$ cat src/rtl/lwsram_pkg.sv
`timescale 1ns/1ps
// lwsram_pkg: shared helpers for the late-write SRAM.
// Assumes bursts are four beats, so beat offsets are two bits wide.
package lwsram_pkg;

    localparam int BEAT_W = 2;

    // Low address bits of a burst beat from its base and beat number.
    function automatic logic [BEAT_W-1:0] beat_lo(
        input logic [BEAT_W-1:0] base,
        input logic [BEAT_W-1:0] n,
        input logic              use_xor
    );
        return use_xor ? (base ^ n) : (base + n);
    endfunction

endpackage

$ cat src/rtl/lwsram_cmd.sv
`timescale 1ns/1ps
// lwsram_cmd: turns the pins sampled on each edge into one effective
// command (valid, direction, word address, byte enables).
// Keeps the burst state of the last accepted load.
// Assumes ADDR_W >= 2 and that order_xor is static.
module lwsram_cmd
    import lwsram_pkg::*;
#(
    parameter int ADDR_W = 5,
    parameter int NBYTES = 2
) (
    input  logic              clk,
    input  logic              rst_n,
    input  logic              sleep_req,
    input  logic              order_xor,
    input  logic [ADDR_W-1:0] addr,
    input  logic              wr_n,
    input  logic [NBYTES-1:0] byte_wr_n,
    input  logic              sel_a_n,
    input  logic              sel_b,
    input  logic              sel_c_n,
    input  logic              burst_step,
    output logic              cmd_v,
    output logic              cmd_wr,
    output logic [ADDR_W-1:0] cmd_addr,
    output logic [NBYTES-1:0] cmd_be
);

    localparam int HI_W = ADDR_W - BEAT_W;

    logic              selected;
    logic              b_act;
    logic              b_wr;
    logic [ADDR_W-1:0] b_base;
    logic [BEAT_W-1:0] b_cnt;
    logic [BEAT_W-1:0] next_cnt;

    assign selected = ~sel_a_n & sel_b & ~sel_c_n;
    assign next_cnt = b_cnt + 1'b1;

    // Effective command for this edge: load, burst step or nothing.
    always_comb begin
        cmd_v    = 1'b0;
        cmd_wr   = 1'b0;
        cmd_addr = addr;
        cmd_be   = ~byte_wr_n;
        if (!sleep_req) begin
            if (!burst_step) begin
                cmd_v  = selected;
                cmd_wr = ~wr_n;
            end else begin
                cmd_v    = b_act;
                cmd_wr   = b_wr;
                cmd_addr = {b_base[ADDR_W-1 -: HI_W],
                            beat_lo(b_base[BEAT_W-1:0], next_cnt, order_xor)};
            end
        end
    end

    // Burst state: captured by a load, stepped by an advance, ended by sleep.
    always_ff @(posedge clk) begin
        if (!rst_n) begin
            b_act  <= 1'b0;
            b_wr   <= 1'b0;
            b_base <= '0;
            b_cnt  <= '0;
        end else if (sleep_req) begin
            b_act <= 1'b0;
        end else if (!burst_step) begin
            b_act  <= selected;
            b_wr   <= ~wr_n;
            b_base <= addr;
            b_cnt  <= '0;
        end else if (b_act) begin
            b_cnt <= next_cnt;
        end
    end

endmodule

$ cat src/rtl/lwsram_stages.sv
`timescale 1ns/1ps
// lwsram_stages: shift register of accepted commands.
// Stage 0 holds the command taken on the last edge, stage 1 the one before.
// Assumes STAGES >= 2.
module lwsram_stages #(
    parameter int ADDR_W = 5,
    parameter int NBYTES = 2,
    parameter int STAGES = 2
) (
    input  logic                          clk,
    input  logic                          rst_n,
    input  logic                          in_v,
    input  logic                          in_wr,
    input  logic [ADDR_W-1:0]             in_addr,
    input  logic [NBYTES-1:0]             in_be,
    output logic [STAGES-1:0]             st_v,
    output logic [STAGES-1:0]             st_wr,
    output logic [STAGES-1:0][ADDR_W-1:0] st_addr,
    output logic [STAGES-1:0][NBYTES-1:0] st_be
);

    // Advance every command one stage per edge; reset empties the pipe.
    always_ff @(posedge clk) begin
        if (!rst_n) begin
            st_v    <= '0;
            st_wr   <= '0;
            st_addr <= '0;
            st_be   <= '0;
        end else begin
            st_v[0]    <= in_v;
            st_wr[0]   <= in_wr;
            st_addr[0] <= in_addr;
            st_be[0]   <= in_be;
            for (int i = 1; i < STAGES; i++) begin
                st_v[i]    <= st_v[i-1];
                st_wr[i]   <= st_wr[i-1];
                st_addr[i] <= st_addr[i-1];
                st_be[i]   <= st_be[i-1];
            end
        end
    end

endmodule

$ cat src/rtl/lwsram_array.sv
`timescale 1ns/1ps
// lwsram_array: word array split into byte lanes, one write port and one
// asynchronous read port. Not reset: contents survive reset.
module lwsram_array #(
    parameter int ADDR_W = 5,
    parameter int NBYTES = 2,
    parameter int BYTE_W = 9
) (
    input  logic                     clk,
    input  logic                     wen,
    input  logic [ADDR_W-1:0]        waddr,
    input  logic [NBYTES-1:0]        wbe,
    input  logic [NBYTES*BYTE_W-1:0] wdata,
    input  logic [ADDR_W-1:0]        raddr,
    output logic [NBYTES*BYTE_W-1:0] rdata
);

    localparam int DEPTH = 1 << ADDR_W;

    for (genvar g = 0; g < NBYTES; g++) begin : g_lane
        logic [BYTE_W-1:0] lane_mem [DEPTH];

        // Commit this lane when the write is enabled for it.
        always_ff @(posedge clk) begin
            if (wen && wbe[g]) begin
                lane_mem[waddr] <= wdata[g*BYTE_W +: BYTE_W];
            end
        end

        assign rdata[g*BYTE_W +: BYTE_W] = lane_mem[raddr];
    end

endmodule

$ cat src/rtl/lwsram_rdpath.sv
`timescale 1ns/1ps
// lwsram_rdpath: read data path.
// In registered-output mode it merges the array word with the pending
// write of stage 1 (whose data is on din now) and registers the result.
// In flow-through mode it passes the array word straight out.
// Output enable and sleep gate the drive without a clock.
module lwsram_rdpath #(
    parameter int ADDR_W = 5,
    parameter int NBYTES = 2,
    parameter int BYTE_W = 9
) (
    input  logic                     clk,
    input  logic                     rst_n,
    input  logic                     flow_thru,
    input  logic                     out_en_n,
    input  logic                     sleep_req,
    input  logic                     s1_v,
    input  logic                     s1_wr,
    input  logic [ADDR_W-1:0]        s1_addr,
    input  logic                     s2_v,
    input  logic                     s2_wr,
    input  logic [ADDR_W-1:0]        s2_addr,
    input  logic [NBYTES-1:0]        s2_be,
    input  logic [NBYTES*BYTE_W-1:0] din,
    input  logic [NBYTES*BYTE_W-1:0] arr_rdata,
    output logic [NBYTES*BYTE_W-1:0] dout,
    output logic                     dout_drv
);

    localparam int DW = NBYTES * BYTE_W;

    logic          s1_rd;
    logic          fwd_hit;
    logic [DW-1:0] merged;
    logic [DW-1:0] out_q;
    logic          out_v;
    logic [DW-1:0] data_sel;
    logic          drv_ok;

    assign s1_rd   = s1_v & ~s1_wr;
    assign fwd_hit = ~flow_thru & s2_v & s2_wr & (s2_addr == s1_addr);

    for (genvar g = 0; g < NBYTES; g++) begin : g_merge
        assign merged[g*BYTE_W +: BYTE_W] = (fwd_hit && s2_be[g]) ?
            din[g*BYTE_W +: BYTE_W] : arr_rdata[g*BYTE_W +: BYTE_W];
    end

    // Output register for registered-output mode.
    always_ff @(posedge clk) begin
        if (!rst_n) begin
            out_v <= 1'b0;
            out_q <= '0;
        end else begin
            out_v <= s1_rd;
            if (s1_rd) begin
                out_q <= merged;
            end
        end
    end

    assign data_sel = flow_thru ? arr_rdata : out_q;
    assign drv_ok   = (flow_thru ? s1_rd : out_v) & ~out_en_n & ~sleep_req;
    assign dout     = drv_ok ? data_sel : '0;
    assign dout_drv = drv_ok;

endmodule

$ cat src/rtl/lwsram.sv
`timescale 1ns/1ps
// lwsram: late-write synchronous SRAM with zero bus turnaround.
// The command decode feeds a two-stage command pipe. A write commits when
// its data arrives: from stage 0 in flow-through mode, stage 1 otherwise.
// Reads address the array from stage 0.
// Assumes flow_thru and order_xor change only while in reset.
module lwsram #(
    parameter int ADDR_W = 5,
    parameter int NBYTES = 2,
    parameter int BYTE_W = 9
) (
    input  logic                     clk,
    input  logic                     rst_n,
    input  logic                     flow_thru,
    input  logic                     order_xor,
    input  logic [ADDR_W-1:0]        addr,
    input  logic                     wr_n,
    input  logic [NBYTES-1:0]        byte_wr_n,
    input  logic                     sel_a_n,
    input  logic                     sel_b,
    input  logic                     sel_c_n,
    input  logic                     burst_step,
    input  logic                     out_en_n,
    input  logic                     sleep_req,
    input  logic [NBYTES*BYTE_W-1:0] din,
    output logic [NBYTES*BYTE_W-1:0] dout,
    output logic                     dout_drv
);

    localparam int DW     = NBYTES * BYTE_W;
    localparam int STAGES = 2;

    logic              cmd_v;
    logic              cmd_wr;
    logic [ADDR_W-1:0] cmd_addr;
    logic [NBYTES-1:0] cmd_be;

    logic [STAGES-1:0]             st_v;
    logic [STAGES-1:0]             st_wr;
    logic [STAGES-1:0][ADDR_W-1:0] st_addr;
    logic [STAGES-1:0][NBYTES-1:0] st_be;

    logic              rd_acc;
    logic              s1_valid;
    logic              w_sel;
    logic              w_en;
    logic [ADDR_W-1:0] w_addr;
    logic [NBYTES-1:0] w_be;
    logic [DW-1:0]     arr_rdata;

    lwsram_cmd #(.ADDR_W(ADDR_W), .NBYTES(NBYTES)) u_cmd (
        .clk        (clk),
        .rst_n      (rst_n),
        .sleep_req  (sleep_req),
        .order_xor  (order_xor),
        .addr       (addr),
        .wr_n       (wr_n),
        .byte_wr_n  (byte_wr_n),
        .sel_a_n    (sel_a_n),
        .sel_b      (sel_b),
        .sel_c_n    (sel_c_n),
        .burst_step (burst_step),
        .cmd_v      (cmd_v),
        .cmd_wr     (cmd_wr),
        .cmd_addr   (cmd_addr),
        .cmd_be     (cmd_be)
    );

    lwsram_stages #(.ADDR_W(ADDR_W), .NBYTES(NBYTES), .STAGES(STAGES)) u_stages (
        .clk     (clk),
        .rst_n   (rst_n),
        .in_v    (cmd_v),
        .in_wr   (cmd_wr),
        .in_addr (cmd_addr),
        .in_be   (cmd_be),
        .st_v    (st_v),
        .st_wr   (st_wr),
        .st_addr (st_addr),
        .st_be   (st_be)
    );

    assign rd_acc   = cmd_v & ~cmd_wr;
    assign s1_valid = st_v[0];

    // Pick the stage whose write data is on din this cycle.
    assign w_sel  = ~flow_thru;
    assign w_en   = st_v[w_sel] & st_wr[w_sel];
    assign w_addr = st_addr[w_sel];
    assign w_be   = st_be[w_sel];

    lwsram_array #(.ADDR_W(ADDR_W), .NBYTES(NBYTES), .BYTE_W(BYTE_W)) u_array (
        .clk   (clk),
        .wen   (w_en),
        .waddr (w_addr),
        .wbe   (w_be),
        .wdata (din),
        .raddr (st_addr[0]),
        .rdata (arr_rdata)
    );

    lwsram_rdpath #(.ADDR_W(ADDR_W), .NBYTES(NBYTES), .BYTE_W(BYTE_W)) u_rdpath (
        .clk       (clk),
        .rst_n     (rst_n),
        .flow_thru (flow_thru),
        .out_en_n  (out_en_n),
        .sleep_req (sleep_req),
        .s1_v      (st_v[0]),
        .s1_wr     (st_wr[0]),
        .s1_addr   (st_addr[0]),
        .s2_v      (st_v[1]),
        .s2_wr     (st_wr[1]),
        .s2_addr   (st_addr[1]),
        .s2_be     (st_be[1]),
        .din       (din),
        .arr_rdata (arr_rdata),
        .dout      (dout),
        .dout_drv  (dout_drv)
    );

endmodule

$ cat config.mk
export PLATFORM = sky130hd
export DESIGN_NAME = lwsram
export DESIGN_NICKNAME = d
export VERILOG_FILES = /design/src/rtl/lwsram_pkg.sv /design/src/rtl/lwsram_cmd.sv /design/src/rtl/lwsram_stages.sv /design/src/rtl/lwsram_array.sv /design/src/rtl/lwsram_rdpath.sv /design/src/rtl/lwsram.sv
export SDC_FILE = /design/constraint.sdc
export NUM_CORES = 1
export LEC_CHECK = 0
export BUFFER_PORTS_ARGS = -buffer_cell sky130_fd_sc_hd__buf_4
export CAP_MARGIN = 30
export CORE_ASPECT_RATIO = 1.25
export CORE_UTILIZATION = 25
export CTS_BUF_LIST = sky130_fd_sc_hd__clkbuf_8
export CTS_CLUSTER_DIAMETER = 30
export CTS_CLUSTER_SIZE = 25
export DETAILED_ROUTE_END_ITERATION = 8
export GPL_TIMING_DRIVEN = 0
export SETUP_SLACK_MARGIN = 0.3
export SKIP_LAST_GASP = 1
export SYNTH_ARGS = -nofsm -noshare
export SYNTH_HDL_FRONTEND = slang
export SYNTH_SLANG_ARGS = --single-unit
$ cat constraint.sdc
create_clock -name clk -period 2.61 [get_ports clk]
set_input_delay 0.261 -clock clk [delete_from_list [all_inputs] [get_ports clk]]
set_output_delay 0.261 -clock clk [all_outputs]
set_load 0.01 [all_outputs]
# Yosys cells after proc, flatten, opt, wreduce, memory -nomap -nowiden

Memories as Yosys holds them, arrays and structs flattened. A register that Yosys moved wholly into a read port is not among the register bits.
Index checks and enable logic that the tools add are counted.

Eq/ne operators: 2
Muxes and demuxes: 27
Reduce and logical (&&, ||, !) cells: 7
Bitwise operators: 20
Add/subtract/negate cells: 2
$lt $le $gt $ge: 1

Operator list:

| cell                                                                    | count |
|---|---|
| 18-bit two-way mux                                                      | 2 |
| 5-bit two-way mux                                                       | 6 |
| 9-bit two-way mux                                                       | 2 |
| 1-bit two-way mux                                                       | 12 |
| 2-bit two-way mux                                                       | 5 |
| 1-bit AND                                                               | 9 |
| 1-bit NOT                                                               | 9 |
| 5-bit == test                                                           | 1 |
| 1-bit logical AND                                                       | 4 |
| 2-bit AND reduction                                                     | 2 |
| 2-bit by 1-bit adder with 2-bit output, second input constant           | 1 |
| 2-bit adder                                                             | 1 |
| 1-bit by 2-bit < comparator with 1-bit output, second input constant    | 1 |
| 2-bit by 1-bit inequality test with 1-bit output, second input constant | 1 |
| 2-bit NOT                                                               | 1 |
| 2-bit OR reduction                                                      | 1 |
| 2-bit XOR                                                               | 1 |

Memory bits (writable): 576
Input bits: 36
Output and inout port bits: 19
Memories: 2
Logic and storage cells: 74
Register bits: 46

Memories:

| name                       | depth | width | rd ports | clocked after memory_dff | write ports | RTL line           | source |
|---|---|---|---|---|---|---|---|
| u_array.g_lane[0].lane_mem | 32    | 9     | 1        | 1                        | 1           | lwsram_array.sv:21 | `logic [BYTE_W-1:0] lane_mem [DEPTH];` |
| u_array.g_lane[1].lane_mem | 32    | 9     | 1        | 1                        | 1           | lwsram_array.sv:21 |  |

# Logic depth before layout (Yosys ltp)

Word-level depth: 7
Mapped depth: 9
Depth with buffers taken out: 7

# Modules after synthesis

A second synthesis with hierarchy kept.

Cells, all modules: 1591
Area, all modules: 25273.0 um^2

By module, submodules not included:

| module        | sequential area each (um^2) | cells each | times used | area each (um^2) |
|---|---|---|---|---|
| lwsram_array  | 17296.6                     | 1305       | 1          | 22805.6 |
| lwsram_rdpath | 380.4                       | 178        | 1          | 1332.5 |
| lwsram_cmd    | 180.2                       | 60         | 1          | 503.0 |
| lwsram_stages | 360.3                       | 37         | 1          | 501.7 |
| lwsram        | 0.0                         | 11         | 1          | 130.1 |

# Least setup slack after synthesis

Ideal clock, no wire load.

Kind: input port to flip-flop
From: in flow_thru
To: mem u_array.g_lane[0].lane_mem[12][0], enable pin
Setup time: 0.374 ns
Stages on the path: 5
Data required time: 2.236 ns
Arrival: 1.830 ns
Buffers on the path: 2
Slack: 0.406 ns
Path through: buf_1 > clkbuf_1 > mux2i_1 > nand2_1 > nor2_1

Word-level cells in the longest chain between the ends: 6
Elaborated cells on any way between the ends: 12
Those cells by class: 10 x mux; 1 x bitwise; 1 x reduce/logical

Ends and longest elaborated chain:

| what                                                  | RTL line           | source |
|---|---|---|
| start, declared                                       | lwsram.sv:14       | `input logic flow_thru,` |
| 1-bit two-way mux (implied by the code) (2 in series) | lwsram.sv:87       | `assign w_en = st_v[w_sel] & st_wr[w_sel];` |
| 1-bit AND                                             | lwsram.sv:87       |  |
| 1-bit logical AND                                     | lwsram_array.sv:25 | `if (wen && wbe[g]) begin` |
| 1-bit two-way mux                                     | lwsram_array.sv:25 |  |
| 1-bit two-way mux (implied by the code)               | lwsram_array.sv:26 | `lane_mem[waddr] <= wdata[g*BYTE_W +: BYTE_W];` |
| end, declared                                         | lwsram_array.sv:21 |  |

Several ways; a longest one is shown, not always the timed one. The select of a mux whose other input is x is not followed.

==> out/qor.yml <==
status: "complete, but fails checks"
violations: "setup timing"
yosysSeqAreaShare_pct: 73.83
cp.required_ns: 2.35
fin_setup_tns_ns: -7.430
utilization_pct: 32.79
clkTransAtPathRegs_ns: 0.07
multi_input_area_mm2: 0.007612
p_per_area_mw_per_mm2: 670.3
tritoncts: "done"
drt_iter0_drc: 1264
drtPass1Iterations: 5
synth_edf_count: 576
max_freq_mhz: 321.6
clock_path_buffers: 3
die_w_um: 282.8
antenna_found_initial: 2
maxCapViolations: 0
slowest_stage: "a211oi_4"
layout_commonest_cell: "edfxtp_1"
path_delay_family: "compound AO/OA/AOI/OAI gates"
finish.instance_area_mm2: 0.03199
worst_ep_arrival_time_ns: 2.85
cts_inserted_buffers: 92
hold_viol_final: 0
end_kind: "primary output"
syn_inst: 1547
via_per_inst: 4.682
async_flop_share_pct: 0
crit_chain: "buf_12, clkbuf_16, buf_12, mux2i_1, a22oi_2, nand2_2, o22ai_4, nor2_4, a211oi_4, buf_6"
grt_max_degree: 34
avgSynthCellArea_um2: 15.93
die_h_um: 353.0
ant_nets: 0
dieArea_mm2: 0.09985
cp.depth: 10
yosys_warnings: 0
synth-seq-cells: 621
layout_common_cells: "edfxtp_1, mux2i_1, clkbuf_8"
netlist_area_mm2: 0.02465
core_area_mm2: 0.09753
critical_path.startpoint_type: "flip-flop"
syn_nets: 1584
grt-ovfl-total: 0
grt_usage_pct: 13.85
reg2regPathDepth: 7
routed_wl_um: 70670
critical_path.max_stage_delay_ns: 0.38
setup_viol: 18
slew_viol_final: 0
wl_per_cell_um: 22.53
pin_count: 55
finalClockSkew_ns: 0.03800
numClockSinks: 621
rows: 128
maxSlewHeadroom_pct: 36.78
dp_hpwl_um: 46590
final.min_clock_period_ns: 3.110
path_max_fanout: 8
drive_gt1_share_pct: 32.84
synthDistinctLibCells: 43
crit_path_start: "u_array.raddr[1]"
hold_ws_ns: 0.02654
insertion_delay_ns: 0.71
r2r-start: "u_array.raddr[1]"
cpMostUsedCell: "buf_12"
setup_slack_ns: -0.4997
finalWeightedCongestion: 0.8956
nFillCells: 9302
crit_buf_inv: 4
start_util_pct: 25.27
syn_to_final_growth_pct: 29.78
hold_start: "din[15]"
vdd_drop_max_mv: 0.3718
rsz0062_at_grt: "true"
drc: 0
place_area_mm2: 0.02669
yosys_most_used_dff: "edfxtp_1"
htree_num_levels: 3
grt_pass1_vias: 15418
hold_class: "input port to flip-flop"
fin_crit_sh_pct: 119.1
power_mw: 21.44
hold_path_depth: 1
cts-root-buf: "clkbuf_8"
placement.io_buffers: 54
worstMarginPinSlew_ns: 0.9483
grt_pass1_wl_um: 101100
register_area_mm2: 0.01820
nets: 1796
path_class: "flip-flop to primary output"
leakage_nw: 10.27
vias: 14687
==> stage by stage <==
stage	setup WS, ns	std cells
finish	-0.4997	3137
global route	-0.5518	3137
CTS	-0.5120	3106
detailed placement	-1.021	2903
global placement	-0.9706	2901
floorplan	0.4056	1547
==> final cells by class <==
class / count / share of cell area, %
antenna: 1 / 0.007823
buffer: 93 / 3.994
clock buffer: 95 / 4.088
clock inverter: 76 / 2.234
inverter: 5 / 0.05868
multi-input combinational: 829 / 23.80
sequential: 621 / 56.91
tap: 1300 / 5.085
timing repair buffer: 117 / 3.822
==> cell usage after synthesis, types with 2 or more instances <==
master,instances,area [µm²]
inv_1,5,18.77
nand2b_1,6,37.54
buf_2,36,180.2
or2b_4,2,22.52
nor2b_1,9,56.30
a21boi_0,10,75.07
clkbuf_1,48,180.2
a22oi_1,144,1081
a32oi_1,18,157.7
a21oi_1,3,15.01
edfxtp_1,576,17300
a211oi_1,18,135.1
buf_6,3,33.78
o21ai_1,18,90.09
nand3b_1,3,22.52
nand2_1,107,401.6
dfxtp_1,45,900.9
nand3_1,2,10.01
nor2_1,112,420.4
o22ai_1,36,225.2
and2_1,13,81.33
buf_1,5,18.77
o31ai_1,2,15.01
xnor2_1,3,26.28
o21ai_0,10,50.05
xor2_1,5,43.79
mux2i_1,292,2923
==> report_power, final <==
group | internal (mW) | switching [mW]
sequential | 10.9 | 0.0139
combinational | 0.759 | 1.23
clock | 4.53 | 4.04
total | 16.2 | 5.28
==> logic make-up (layout without fill, tap and decap cells) <==
logic type	after synthesis	in the layout	share of synthesized area, %
flops	621	621	73.83
mux	293	293	11.90
buf+inv	98	386	1.772
simple gates	261	262	4.462
xor+xnor	8	8	0.2843
compound gates	265	265	7.691
other cells	0	1	0
fa+ha+maj	1	1	0.05076
==> per-layer routing <==
metal	wire, µm	share of wire [%]	track usage, %
met5	0	0	0
met4	3776	5.3	7.546
met3	4397	6.2	2.494
met2	35590	50	24.05
met1	26910	38	16.02
==> repair_timing <==
| action | 4_1_cts | 5_1_grt |
|---|---|---|
| pin swaps | 46 | 72 |
| buffers inserted | 9 | 22 |
| setup endpoints to repair | 613 | 509 |
| gates cloned | 2 | 7 |
| hold buffers | 21 | 0 |
| endpoints found under the hold margin | 149 | 0 |
| gates resized for setup | 500 | 128 |
==> registers in the layout (all words and copies together), names as in the netlist <==
register                 cells
u_rdpath.out_v               1
u_cmd.b_cnt                  2
u_cmd.b_base                 5
u_cmd.b_wr                   1
u_stages.st_wr               2
u_rdpath.out_q              18
u_array.raddr                5
u_stages.st_addr             5
u_stages.st_v                2
u_stages.st_be               4
u_array.g_lane.lane_mem    576
==> final timing paths <==
check | to | slack (ns)
max | dout[14] | -0.50
min | u_array.g_lane[1].lane_mem[0][6] | 0.03
max reg2reg | u_array.g_lane[0].lane_mem[9][1] | 0.35
min reg2reg | u_array.raddr[2] | 0.47
(Power assumes the default switching activity.)
